===== config.mk =====
export PLATFORM = sky130hd
export DESIGN_NAME = lcd_timing_gen
export DESIGN_NICKNAME = d
export VERILOG_FILES = /design/src/rtl/lcdt_pkg.sv /design/src/rtl/lcdt_ctrl.sv /design/src/rtl/lcdt_datapath.sv /design/src/rtl/lcd_timing_gen.sv
export SDC_FILE = /design/constraint.sdc
export NUM_CORES = 1
export LEC_CHECK = 0
export ABC_AREA = 1
export CAP_MARGIN = 20
export CORE_MARGIN = 4
export CORE_UTILIZATION = 57
export CTS_BUF_LIST = sky130_fd_sc_hd__clkbuf_8
export DETAILED_ROUTE_END_ITERATION = 10
export PLACE_DENSITY = 0.76
export SETUP_SLACK_MARGIN = 0.1
export SKIP_LAST_GASP = 1
export SYNTH_ARGS = -nofsm -noshare
export SYNTH_HDL_FRONTEND = slang
export SYNTH_SLANG_ARGS = --single-unit

===== constraint.sdc =====
create_clock -name clk -period 8.65 [get_ports clk]
set_input_delay 2.595 -clock clk [delete_from_list [all_inputs] [get_ports clk]]
set_output_delay 2.595 -clock clk [all_outputs]
set_load 0.01 [all_outputs]

===== src/rtl/lcdt_pkg.sv =====
package lcdt_pkg;
  localparam int DATA_W = 32;
  localparam int ADDR_W = 3;

  localparam logic [ADDR_W-1:0] ADDR_HSW   = 3'd0;
  localparam logic [ADDR_W-1:0] ADDR_VSW   = 3'd1;
  localparam logic [ADDR_W-1:0] ADDR_TOT   = 3'd2;
  localparam logic [ADDR_W-1:0] ADDR_HWIN  = 3'd3;
  localparam logic [ADDR_W-1:0] ADDR_VWIN  = 3'd4;
  localparam logic [ADDR_W-1:0] ADDR_CFG   = 3'd5;

  localparam logic [3:0] MODE_GENERIC = 4'd0;

  typedef struct packed {
    logic       hsLow;
    logic       pclkFall;
    logic       deLow;
    logic       vsLow;
    logic       wide;
    logic [3:0] mode;
  } panelCfg_t;

  typedef struct packed {
    logic load;
    logic clear;
    logic run;
  } ctrlStrobes_t;
endpackage


===== src/rtl/lcdt_ctrl.sv =====
module lcdt_ctrl
  import lcdt_pkg::*;
(
  input  logic         clk,
  input  logic         rstN,
  input  logic         enableReq,
  input  logic         disableReq,
  input  logic         frameEnd,
  input  logic         modeOk,
  output ctrlStrobes_t strb,
  output logic         running,
  output logic         stopped
);
  logic stopPending;
  logic startNow;
  logic stopWanted;
  logic stopNow;

  assign startNow   = enableReq & ~running & modeOk;
  // an enable request cancels any stop that is waiting
  assign stopWanted = (stopPending | disableReq) & ~enableReq;
  assign stopNow    = running & frameEnd & stopWanted;

  always_ff @(posedge clk or negedge rstN) begin
    if (!rstN) begin
      running     <= 1'b0;
      stopped     <= 1'b0;
      stopPending <= 1'b0;
    end else begin
      if (startNow) begin
        running <= 1'b1;
        stopped <= 1'b0;
      end else if (stopNow) begin
        running <= 1'b0;
        stopped <= 1'b1;
      end
      stopPending <= running & ~stopNow & stopWanted;
    end
  end

  always_comb begin
    strb.load  = startNow | frameEnd;
    strb.clear = startNow;
    strb.run   = running;
  end
endmodule


===== src/rtl/lcdt_datapath.sv =====
module lcdt_datapath
  import lcdt_pkg::*;
#(
  parameter int CNT_W = 16
) (
  input  logic                clk,
  input  logic                rstN,
  input  logic                wrEn,
  input  logic [ADDR_W-1:0]   wrAddr,
  input  logic [DATA_W-1:0]   wrData,
  input  ctrlStrobes_t        strb,
  output logic                frameEnd,
  output logic                modeOk,
  output logic                hSync,
  output logic                vSync,
  output logic                de,
  output logic                launchFalling,
  output logic                wide18,
  output logic [CNT_W-1:0]    pixCount,
  output logic [CNT_W-1:0]    lineCount
);
  localparam int HI_LSB = DATA_W / 2;
  localparam logic [CNT_W:0] ONE = (CNT_W + 1)'(1);

  // index 0 = horizontal axis, 1 = vertical axis
  logic [CNT_W-1:0] pSync [2], pTot [2], pBeg [2], pEnd [2];
  logic [CNT_W-1:0] aSync [2], aTot [2], aBeg [2], aEnd [2];
  panelCfg_t        pCfg, aCfg;
  logic             axisLast [2];
  logic             syncOn [2];
  logic             winOn [2];
  logic [CNT_W-1:0] cnt [2];

  assign cnt[0] = pixCount;
  assign cnt[1] = lineCount;

  always_ff @(posedge clk or negedge rstN) begin
    if (!rstN) begin
      for (int a = 0; a < 2; a++) begin
        pSync[a] <= '0; pTot[a] <= '0; pBeg[a] <= '0; pEnd[a] <= '0;
      end
      pCfg <= '0;
    end else if (wrEn) begin
      case (wrAddr)
        ADDR_HSW:  pSync[0] <= wrData[CNT_W-1:0];
        ADDR_VSW:  pSync[1] <= wrData[CNT_W-1:0];
        ADDR_TOT:  begin
          pTot[0] <= wrData[HI_LSB+CNT_W-1:HI_LSB];
          pTot[1] <= wrData[CNT_W-1:0];
        end
        ADDR_HWIN: begin
          pBeg[0] <= wrData[HI_LSB+CNT_W-1:HI_LSB];
          pEnd[0] <= wrData[CNT_W-1:0];
        end
        ADDR_VWIN: begin
          pBeg[1] <= wrData[HI_LSB+CNT_W-1:HI_LSB];
          pEnd[1] <= wrData[CNT_W-1:0];
        end
        ADDR_CFG:  pCfg <= '{hsLow: wrData[11], pclkFall: wrData[10],
                             deLow: wrData[9], vsLow: wrData[8],
                             wide: wrData[7], mode: wrData[3:0]};
        default: ;
      endcase
    end
  end

  always_ff @(posedge clk or negedge rstN) begin
    if (!rstN) begin
      for (int a = 0; a < 2; a++) begin
        aSync[a] <= '0; aTot[a] <= '0; aBeg[a] <= '0; aEnd[a] <= '0;
      end
      aCfg <= '0;
    end else if (strb.load) begin
      aSync <= pSync; aTot <= pTot; aBeg <= pBeg; aEnd <= pEnd;
      aCfg  <= pCfg;
    end
  end

  for (genvar g = 0; g < 2; g++) begin : gAxis
    assign axisLast[g] = ({1'b0, cnt[g]} + ONE) >= {1'b0, aTot[g]};
    assign syncOn[g]   = cnt[g] < aSync[g];
    assign winOn[g]    = (cnt[g] >= aBeg[g]) && (cnt[g] < aEnd[g]);
  end

  always_ff @(posedge clk or negedge rstN) begin
    if (!rstN) begin
      pixCount  <= '0;
      lineCount <= '0;
    end else if (strb.clear) begin
      pixCount  <= '0;
      lineCount <= '0;
    end else if (strb.run) begin
      if (axisLast[0]) begin
        pixCount  <= '0;
        lineCount <= axisLast[1] ? '0 : lineCount + 1'b1;
      end else begin
        pixCount  <= pixCount + 1'b1;
      end
    end
  end

  assign frameEnd      = strb.run & axisLast[0] & axisLast[1];
  assign modeOk        = (pCfg.mode == MODE_GENERIC);
  assign hSync         = (strb.run & syncOn[0]) ^ aCfg.hsLow;
  assign vSync         = (strb.run & syncOn[1]) ^ aCfg.vsLow;
  assign de            = (strb.run & winOn[0] & winOn[1]) ^ aCfg.deLow;
  assign launchFalling = aCfg.pclkFall;
  assign wide18        = aCfg.wide;
endmodule


===== src/rtl/lcd_timing_gen.sv =====
module lcd_timing_gen
  import lcdt_pkg::*;
#(
  parameter int CNT_W = 16
) (
  input  logic              clk,
  input  logic              rstN,
  input  logic              wrEn,
  input  logic [2:0]        wrAddr,
  input  logic [31:0]       wrData,
  input  logic              enableReq,
  input  logic              disableReq,
  output logic              hSync,
  output logic              vSync,
  output logic              de,
  output logic              launchFalling,
  output logic              wide18,
  output logic [CNT_W-1:0]  pixCount,
  output logic [CNT_W-1:0]  lineCount,
  output logic              active,
  output logic              disabled
);
  ctrlStrobes_t strb;
  logic         frameEnd;
  logic         modeOk;

  lcdt_ctrl u_ctrl (
    .clk(clk), .rstN(rstN), .enableReq(enableReq), .disableReq(disableReq),
    .frameEnd(frameEnd), .modeOk(modeOk), .strb(strb),
    .running(active), .stopped(disabled)
  );

  lcdt_datapath #(.CNT_W(CNT_W)) u_dp (
    .clk(clk), .rstN(rstN), .wrEn(wrEn), .wrAddr(wrAddr), .wrData(wrData),
    .strb(strb), .frameEnd(frameEnd), .modeOk(modeOk),
    .hSync(hSync), .vSync(vSync), .de(de),
    .launchFalling(launchFalling), .wide18(wide18),
    .pixCount(pixCount), .lineCount(lineCount)
  );
endmodule


[Word-level counts from Yosys, hierarchy flattened]
Index checks and enable logic that the tools add are counted.
W data, S select, Z words.
Word-level totals
  output and inout bits: 39
  bits of input ports: 40
  logic and storage cells: 95
  flip-flop bits (word level): 305
Cells by class
  reduce and logical (&&, ||, !) cells: 14
  order comparisons: 8
  add/subtract/negate cells: 4
  muxes and demuxes: 11
  equality and inequality tests: 5
  bitwise logic cells: 21
Operators with widths (number)
  $mux W16: 7
  $lt A16 B16 Y1: 4
  $add A16 B1 Y17 const B: 2
  $ge A17 B16 Y1: 2
  $add A16 B1 Y16 const B: 2
  $ge A16 B16 Y1: 2
  $reduce_and A2 Y1: 7
  $and A1 B1 Y1: 13
  $eq A3 B2 Y1 const B: 2
  $eq A3 B3 Y1 const B: 2
  $reduce_bool A2 Y1: 3
  $logic_not A4 Y1: 1
  $mux W1: 4
  $eq A3 B1 Y1 const B: 1
  $logic_not A3 Y1: 1
  $not A1 Y1: 3
  $xor A1 B1 Y1: 3
  $logic_and A1 B1 Y1: 2
  $or A1 B1 Y1: 2

[Depth between registers and ports, before layout]
Gate-level depths: netlist of run 1.
  depth after elaboration: 9
  depth in mapped cells: 25
  depth with buffers taken out: 23

[Modules after synthesis]
Synthesis of run 1 repeated with hierarchy kept, for this count alone.
Unflattened totals
  cells, all modules: 1736
  area total of the unflattened synthesis: 15060.7 sq um
Modules (own cells, without submodules)
  lcdt_datapath: area an instance 14894.3 sq um, seq. area each 7557.2 sq um, cells an instance 1714, times used 1
  lcdt_ctrl: area an instance 166.4 sq um, seq. area each 75.1 sq um, cells an instance 22, times used 1

[Worst setup path before layout of run 1]
OpenSTA, ideal clock, no wires.
  path type: reg2out
  start point: register u_dp.lineCount[5]
  end point: output port de
  slack: 4.486 ns
  arrival: 1.569 ns
  stages on the path, launching flop included: 12
  required time: 6.055 ns
  buffers on the path: 0
  cell sequence: dfrtp_1 > ha_1 > a21oi_1 > nor2_1 > a211oi_1 > nand2_1 > nand2_1 > nand2_1 > nor2_1 > nand3_1 > nand2_1 > nand2_1
On the way
  longest elaborated chain between the ends: 4
  elaborated cells on any way between the ends: 5
  those cells by class: order compare (2); bitwise (2); reduce/logical (1)
RTL lines
  start, declared: line lcdt_datapath.sv:20  | output logic [CNT_W-1:0] lineCount
  start signal, assigned: line lcdt_datapath.sv:95  | lineCount <= axisLast[1] ? '0 : lineCount + 1'b1;
  $ge A16 B16 Y1 / $lt A16 B16 Y1 (equally long branches): line lcdt_datapath.sv:82  | assign winOn[g] = (cnt[g] >= aBeg[g]) && (cnt[g] < aEnd[g]);
  $logic_and A1 B1 Y1 *: line lcdt_datapath.sv:82
  $and A1 B1 Y1 *: line lcdt_datapath.sv:106  | assign de = (strb.run & winOn[0] & winOn[1]) ^ aCfg.deLow;
  $xor A1 B1 Y1 *: line lcdt_datapath.sv:106
  end, declared: line lcd_timing_gen.sv:15  | output logic de,
Mark *: on every way between the ends. The rest lies on a longest branch, timed or not.

[Worst setup path in the final report of run 1]
  start point: register u_dp.lineCount[3]
  end point: output port de
Same word-level chain as after synthesis.

==> impl_summary.log, run 1 <==
INFO  metric post_dr_vias_cell = 5.598
INFO  metric power_switching = 2.431 mW
INFO  metric postCtsSetupBuffers = 0
INFO  metric synth_enable_flop_cells = 0
INFO  metric setup.worst_path.start_class = register
INFO  metric timing.final.crit_period = approximately 5.8 ns
INFO  metric core_region_area = 0.02688 sq mm
INFO  metric drt_first_pass_iters = 5
INFO  metric hp-class = reg -> reg
INFO  metric initial_standard_cell_utilization_of_the_core = between 50% and 60%
INFO  metric internal_power = 3.370 mW
INFO  metric maxCapViolations = 0
INFO  metric first_global_vias = 12680
INFO  metric tritoncts = done
INFO  metric initialDrtViolationCount = ~1200
INFO  metric setup.worst_path.class = reg -> out
INFO  metric crit_fanout = 8
INFO  metric gpl.final_weighted_congestion = 0.9203
INFO  metric synth.cell_area = 0.01550 sq mm
INFO  metric first_pass_grt_wire_length = 65140 microns
INFO  metric boundaryPins = 79
INFO  metric tightest_slew = 1.023 ns
INFO  metric critical-path-top-cell-by-count = sky130_fd_sc_hd__nand2_1
INFO  metric cell_leakage_power = around 9.3 nW
INFO  metric layout.cell_area.non_filler = 0.01742 sq mm
INFO  metric post_synth_inst_count = 1853
INFO  metric power.share.switching = 41.90%
INFO  metric areaGrowthSynthToFinish = 12.37%
INFO  metric run_status = finished, final reports clean
INFO  metric worst_setup_hold_path_clk_slew = around 0.060 ns
INFO  metric ctsLongestPathBuffers = 3
INFO  metric clock_sinks = just over 300
INFO  metric power_frac_seq = a little under two fifths
INFO  metric floorplan.die_area = 0.02990 sq mm
INFO  metric hold-path-cell-count = 2
INFO  metric rsz0062_at_grt = false
INFO  metric antenna_cells_inserted = 0
INFO  metric power.density_cell_area = 333.0 mW/mm^2
INFO  metric synth.area.top_cells = sky130_fd_sc_hd__dfrtp_1, sky130_fd_sc_hd__nand2_1, sky130_fd_sc_hd__ha_1, sky130_fd_sc_hd__o21ai_0, sky130_fd_sc_hd__inv_1
INFO  metric detail-route-antenna-nets = 0
INFO  metric post_cts_resized = 0
INFO  metric cts_buffer_count = 50
INFO  metric number_of_rows_in_the_core_area = 60
INFO  metric end_kind = primary output
INFO  metric postSynthNetCount = 2019
INFO  metric power.ir.vdd_worst = about 0.00022 V
INFO  metric yosys_warnings = 0
INFO  metric total_number_of_nets_in_the_final_design = 2088
INFO  metric critical_path.slowest_cell = sky130_fd_sc_hd__dfrtp_1
INFO  metric cts_root_buf = sky130_fd_sc_hd__clkbuf_8
INFO  metric die_height = approximately 170 microns
INFO  metric cts_htree_levels = 2
INFO  metric dieWidth = 172.9 microns
INFO  metric worstPathCellList = ha_1 -> nand2_1 -> o21ai_0 -> nand2_1 -> nand2_1 -> nand2_1 -> nand2_1 -> nor2_1 -> nand3_1 -> nand2_1 -> nand2_1 -> clkdlybuf4s50_1
INFO  metric layout_common_cells = sky130_fd_sc_hd__nand2_1, sky130_fd_sc_hd__dfrtp_1, sky130_fd_sc_hd__inv_1
INFO  metric layout.cells.most_common = sky130_fd_sc_hd__nand2_1
INFO  metric timing.max_slew.rel_slack = 31.82%
INFO  metric drv_slew = 0
INFO  metric yosysSeqAreaShare = between 40% and 50%
INFO  metric postSynthAreaPerCell = 8.366 sq um
INFO  metric timing.final.hold_violations = 0
INFO  metric grt_antenna_before_repair = 0
INFO  metric synth.largest_area_cell = sky130_fd_sc_hd__dfrtp_1
INFO  metric comb_power_share = 41.7%
INFO  metric slowest_delay = 0.55 ns
INFO  metric fillCellCount = 2237
INFO  metric max_freq = 0.1717 GHz
INFO  metric final.setup.tns = 0 ns
INFO  metric placement.io_buffers = 78
INFO  metric yosysUniqueCellTypes = 38
INFO  metric yosysTopAreaCellShare = 49.23%
INFO  metric drc = 0
INFO  metric detail_route.wirelength = 39950 microns
INFO  metric clkLatencyLatePin = 0.58 ns
INFO  metric gr-usage-all-layers = 26.79%
INFO  metric synth-main-ff-cell = sky130_fd_sc_hd__dfrtp_1
INFO  metric worst_clock_skew = 0.02884 ns
INFO  metric worst_r2r_path_depth = 21
INFO  metric hold_buffers = 0
INFO  metric post_drt_wl_per_cell = approximately 17 microns
INFO  metric layout-drive-gt1-share = 4.862%
INFO  metric timing.final.setup_violations = 0
INFO  metric ys_seq_elements = around 300
INFO  metric power = 5.801 mW
INFO  metric worstPathRequired = 6.06 ns
INFO  metric fin_crit_sh = 67.32%
INFO  metric dp_hpwl = 26690 microns
INFO  metric p_clk_share = 20.7%
INFO  metric ys_async_sr_fraction = 100.0%
INFO  metric post_dp_cell_area = roughly 0.016 sq mm
INFO  metric grt_overflow_total = 0
INFO  metric arrival = 3.23 ns
INFO  metric largest_net_degree_at_the_start_of_global_routing = 180
INFO  metric via_count = around 13000
==> state kept, by name, indices dropped and copies added (netlist names) <==
signal	cells
u_dp.aSync	32
u_ctrl.stopPending	1
u_dp.pBeg	32
u_ctrl.stopped	1
u_dp.aTot	32
u_dp.pCfg	9
u_dp.pEnd	32
u_dp.launchFalling	1
u_dp.aCfg	3
u_dp.pSync	32
u_dp.aBeg	32
u_dp.pixCount	16
u_dp.lineCount	16
u_dp.aEnd	32
u_ctrl.running	1
u_dp.wide18	1
u_dp.pTot	32
==> per-layer routing <==
layer  GRT usage [%]  part of all wire [%]  wire length [microns]  vias up
met2           43.94                    47                  18880      437
met3           4.263                   6.2                   2490       89
li1                -                     -                      -     6097
met1           36.80                    43                  17370     6225
met5               0                     0                      0        -
met4           9.145                   3.0                   1202        0
==> critical path, delay by kind of cell (launching register included) <==
family                   cells  cell delay (ns)
flip-flops                   1             0.55
adder cells (fa/ha/maj)      1             0.39
AO/OA/AOI/OAI                1             0.40
buffers and inverters        1             0.55
AND/OR/NAND/NOR              9             0.76
==> cells in the mapped netlist, types with 2 or more instances <==
| cell | count |
|---|---|
| sky130_fd_sc_hd__nor3_1 | 12 |
| sky130_fd_sc_hd__xor2_1 | 18 |
| sky130_fd_sc_hd__inv_1 | 238 |
| sky130_fd_sc_hd__dfrtp_1 | 305 |
| sky130_fd_sc_hd__ha_1 | 126 |
| sky130_fd_sc_hd__nand3_1 | 157 |
| sky130_fd_sc_hd__nor3b_1 | 2 |
| sky130_fd_sc_hd__nor2_2 | 3 |
| sky130_fd_sc_hd__o21a_1 | 6 |
| sky130_fd_sc_hd__inv_2 | 3 |
| sky130_fd_sc_hd__a31oi_1 | 2 |
| sky130_fd_sc_hd__nor2_1 | 47 |
| sky130_fd_sc_hd__a211oi_1 | 3 |
| sky130_fd_sc_hd__buf_6 | 6 |
| sky130_fd_sc_hd__a21oi_1 | 62 |
| sky130_fd_sc_hd__o21bai_1 | 2 |
| sky130_fd_sc_hd__nor4_1 | 6 |
| sky130_fd_sc_hd__xnor2_1 | 2 |
| sky130_fd_sc_hd__a211o_1 | 2 |
| sky130_fd_sc_hd__buf_4 | 2 |
| sky130_fd_sc_hd__nand2_4 | 2 |
| sky130_fd_sc_hd__nand2_1 | 562 |
| sky130_fd_sc_hd__nand3_2 | 4 |
| sky130_fd_sc_hd__o22ai_1 | 8 |
| sky130_fd_sc_hd__clkbuf_1 | 41 |
| sky130_fd_sc_hd__o21ai_0 | 184 |
| sky130_fd_sc_hd__buf_2 | 20 |
| sky130_fd_sc_hd__nand4_1 | 18 |
==> cell families (layout without fill, tap and decap cells) <==
| family | count (synthesis) | count (layout) | synth area share (%) |
|---|---|---|---|
| AO/OA/AOI/OAI | 270 | 270 | 9.040 |
| adder cells (fa/ha/maj) | 126 | 126 | 10.17 |
| XOR/XNOR | 20 | 20 | 1.130 |
| AND/OR/NAND/NOR | 819 | 819 | 22.26 |
| flip-flops | 305 | 305 | 49.23 |
| buffers and inverters | 313 | 414 | 8.168 |
==> final timing paths <==
check,end,slack [ns],startpoint
max in group asynchronous,u_dp.pEnd[13],5.08,rstN
min reg2reg,u_dp.aSync[1],0.46,u_dp.pSync[1]
max reg2reg,u_dp.aEnd[21],3.79,u_dp.pixCount[2]
max,de,2.83,u_dp.lineCount[3]
min in group asynchronous,u_dp.aBeg[2],2.13,rstN
min,u_dp.aSync[1],0.46,u_dp.pSync[1]
==> layout make-up <==
cell class	count	area, sq um	share of cell area (%)
inverter	242	913.4	5.243
clock inverter	22	85.08	0.4884
sequential	305	7632	43.81
tap	341	426.7	2.449
timing repair buffer	88	893.4	5.128
clock buffer	62	853.3	4.898
multi-input combinational	1235	6616	37.98
==> metrics by stage <==
stage | utilization [%] | instances | hold slack, ns | worst slack (ns)
6_report | 64.82 | 2295 | 0.4590 | 2.827
5_1_grt | 64.82 | 2295 | 0.4840 | 2.740
4_1_cts | 64.69 | 2293 | 0.4606 | 2.858
3_5_place_dp | 61.20 | 2209 | 0.4523 | 2.889
3_3_place_gp | 61.20 | 2209 | 0.4480 | 2.938
2_1_floorplan | - | 1853 | 0.4422 | 4.486
==> power by group through the flow <==
stage	Combinational (mW)	Sequential (mW)	Clock (mW)
after floorplan	1.73	2.07	0
after global placement	2.30	2.19	0
after detailed placement	2.40	2.19	0
after CTS	2.42	2.18	1.22
after global routing	2.78	2.22	1.29
final	2.42	2.18	1.20
No activity file was read; power rests on OpenSTA's default activity.
==> inputs of run 2 (changes only) <==
==> constraint.sdc (replaced) <==
create_clock -name clk -period 5.8 [get_ports clk]
set_input_delay 1.74 -clock clk [delete_from_list [all_inputs] [get_ports clk]]
set_output_delay 1.74 -clock clk [all_outputs]
set_load 0.01 [all_outputs]
==> run 2 against run 1 <==
  * Total power up 51%
  * Highest routed layer unchanged
  * Combinational power up 49%
  * Critical path depth down 1
  * Design area up 0.67%
  * Clock-buffer cell count down 1
  * Register-to-register slack worse by 2.6 ns
  * Via count down 0.28%
  * Setup slack worse by 2.0 ns
==> impl_summary.log, run 2 (synthesis results as in run 1) <==
INFO  metric placement.io_buffers = between 70 and 80
INFO  metric final.setup.tns = 0 ns
INFO  metric grt_antenna_before_repair = 0
INFO  metric hold_buffers = 0
INFO  metric gr-usage-all-layers = between 20% and 30%
INFO  metric worstPathRequired = 4.06 ns
INFO  metric timing.max_slew.rel_slack = 31.64%
INFO  metric setup.worst_path.class = reg -> out
INFO  metric cts_buffer_count = 49
INFO  metric detail-route-antenna-nets = 0
INFO  metric worst_clock_skew = 0.02117 ns
INFO  metric initialDrtViolationCount = around 1000
INFO  metric power.density_cell_area = about 500 mW/mm^2
INFO  metric power_switching = ~3.6 mW
INFO  metric timing.final.ws_setup = 0.8590 ns
INFO  metric timing.final.hold_violations = 0
INFO  metric hp-class = reg -> reg
INFO  metric ctsLongestPathBuffers = 3
INFO  metric cts_htree_levels = 2
INFO  metric first_global_vias = roughly 13000
INFO  metric run_status = finished, final reports clean
INFO  metric power.ir.vdd_worst = 0.0003095 V
INFO  metric detail_route.wirelength = 39960 microns
INFO  metric drt_first_pass_iters = 7
INFO  metric power_frac_seq = 37.0%
INFO  metric number_of_rows_in_the_core_area = 60
INFO  metric p_clk_share = 21.6%
INFO  metric post_cts_resized = 0
INFO  metric core_region_area = 0.02688 sq mm
INFO  metric final-instance-count-excl-fill = 2299
INFO  metric fillCellCount = around 2300
INFO  metric layout.area.seq = ~0.0076 sq mm
INFO  metric internal_power = 5.122 mW
INFO  metric comb_power_share = 41.3%
INFO  metric drc = 0
INFO  metric via_count = 12810
INFO  metric gpl.final_weighted_congestion = ~0.94
INFO  metric layout-drive-gt1-share = 5.414%
INFO  metric tritoncts = done
INFO  metric setup.worst_path.start_class = register
INFO  metric hold_path_startpoint = u_dp.pSync[0]
INFO  metric dp_hpwl = 26850 microns
INFO  metric worst_setup_hold_path_clk_slew = 0.07 ns
INFO  metric crit_fanout = 8
INFO  metric postCtsSetupBuffers = 0
INFO  metric fin_crit_sh = 85.19%
INFO  metric post_drt_wl_per_cell = 17.38 microns
INFO  metric first_pass_grt_wire_length = 65180 microns
INFO  metric worst_r2r_path_depth = 22
INFO  metric floorplan.die_area = 0.02990 sq mm
INFO  metric hold-path-cell-count = 2
INFO  metric boundaryPins = 79
INFO  metric maxCapViolations = 0
INFO  metric layout.cells.most_common = sky130_fd_sc_hd__nand2_1
INFO  metric place.detailed.instances = between 2000 and 2500
INFO  metric largest_net_degree_at_the_start_of_global_routing = 122
INFO  metric grt_overflow_total = 0
INFO  metric initial_standard_cell_utilization_of_the_core = slightly below 60%
INFO  metric total_number_of_nets_in_the_final_design = between 2000 and 2500
INFO  metric arrival = 3.20 ns
INFO  metric dieWidth = 172.9 microns
INFO  metric critical_path.startpoint = u_dp.lineCount[11]
INFO  metric power = roughly 8.7 mW
INFO  metric timing.final.crit_period = 4.941 ns
INFO  metric placement.setup.worst_slack = 1.225 ns
INFO  metric end_kind = primary output
INFO  metric clock_sinks = ~300
INFO  metric drv_slew = 0
INFO  metric timing.final.setup_violations = 0
INFO  metric hold-worst-slack = 0.4653 ns
INFO  metric antenna_cells_inserted = 0
INFO  metric power.share.switching = roughly 41%
INFO  metric clkLatencyLatePin = about 0.57 ns
INFO  metric tightest_slew = 1.023 ns
INFO  metric rsz0062_at_grt = false
INFO  metric max_freq = 0.2024 GHz
INFO  metric footprint_of_the_multi_input_gates = 0.006616 sq mm
INFO  metric cell_leakage_power = 9.296 nW
INFO  metric post_dr_vias_cell = around 5.6
INFO  metric areaGrowthSynthToFinish = 13.12%
INFO  metric critical_path.reg2reg.startpoint = u_dp.pixCount[1]
INFO  metric layout_common_cells = sky130_fd_sc_hd__nand2_1, sky130_fd_sc_hd__dfrtp_1, sky130_fd_sc_hd__inv_1
INFO  metric die_height = 172.9 microns
INFO  metric cts_root_buf = sky130_fd_sc_hd__clkbuf_8
[run 2: changes by cell type in the layout (fill, tap and decap cells not counted), sizes merged]
cell | before | now
buf | 11 | 13
bufinv | 0 | 2
clkbuf | 62 | 61
clkinv | 2 | 9
inv | 262 | 256
[run 2: final timing paths]
check | endpoint | slack, ns
setup / recovery | de | 0.86
min in group asynchronous | u_dp.lineCount[3] | 1.28
max in group asynchronous | u_dp.aEnd[27] | 3.48
hold / removal | u_dp.aSync[0] | 0.47
hold reg to reg | u_dp.aSync[0] | 0.47
setup reg to reg | u_dp.aEnd[28] | 1.21
[run 2: final cells by class]
type | count | area share, %
well taps | 341 | 2.433
repair buffers | 90 | 5.394
inverters | 242 | 5.208
multi-input cells | 1235 | 37.73
clock inverters | 25 | 0.9275
flip-flops and latches | 305 | 43.52
clock buffers | 61 | 4.787
[run 2: worst max-delay path, stage by stage, from the launching register on]
cell and delay, ns:
sky130_fd_sc_hd__dfrtp_1 0.69, sky130_fd_sc_hd__ha_1 0.34, sky130_fd_sc_hd__a21oi_1 0.14, sky130_fd_sc_hd__o21ai_0 0.11
sky130_fd_sc_hd__nand2_1 0.07, sky130_fd_sc_hd__nand4_1 0.14, sky130_fd_sc_hd__nor2_1 0.15, sky130_fd_sc_hd__nand2_1 0.08
sky130_fd_sc_hd__nor2_1 0.13, sky130_fd_sc_hd__nand4_1 0.10, sky130_fd_sc_hd__nand2_1 0.13, sky130_fd_sc_hd__clkdlybuf4s50_1 0.55
[run 2: layer usage]
layer | wire (microns) | up-vias | global-route usage (%)
li1 | - | 6114 | -
met1 | 17260 | 6127 | 36.13
met2 | 18740 | 465 | 44.50
met3 | 2640 | 106 | 4.241
met4 | 1322 | 0 | 8.979
met5 | 0 | - | 0
[run 2: power groups by stage]
| stage | combinational [mW] | sequential (mW) | clock (mW) |
|---|---|---|---|
| after floorplan | 2.58 | 3.09 | 0 |
| after global placement | 3.44 | 3.25 | 0 |
| after detailed placement | 3.60 | 3.26 | 0 |
| after CTS | 3.62 | 3.23 | 1.92 |
| after global routing | 4.13 | 3.30 | 2.02 |
| final | 3.61 | 3.24 | 1.89 |
[run 2: stage by stage]
step | utilization [%] | area, sq um
final | 65.25 | 17540
after global routing | 65.25 | 17540
after CTS | 65.12 | 17500
after detailed placement | 61.39 | 16500
after global placement | 61.32 | 16480
after floorplan | - | 15500
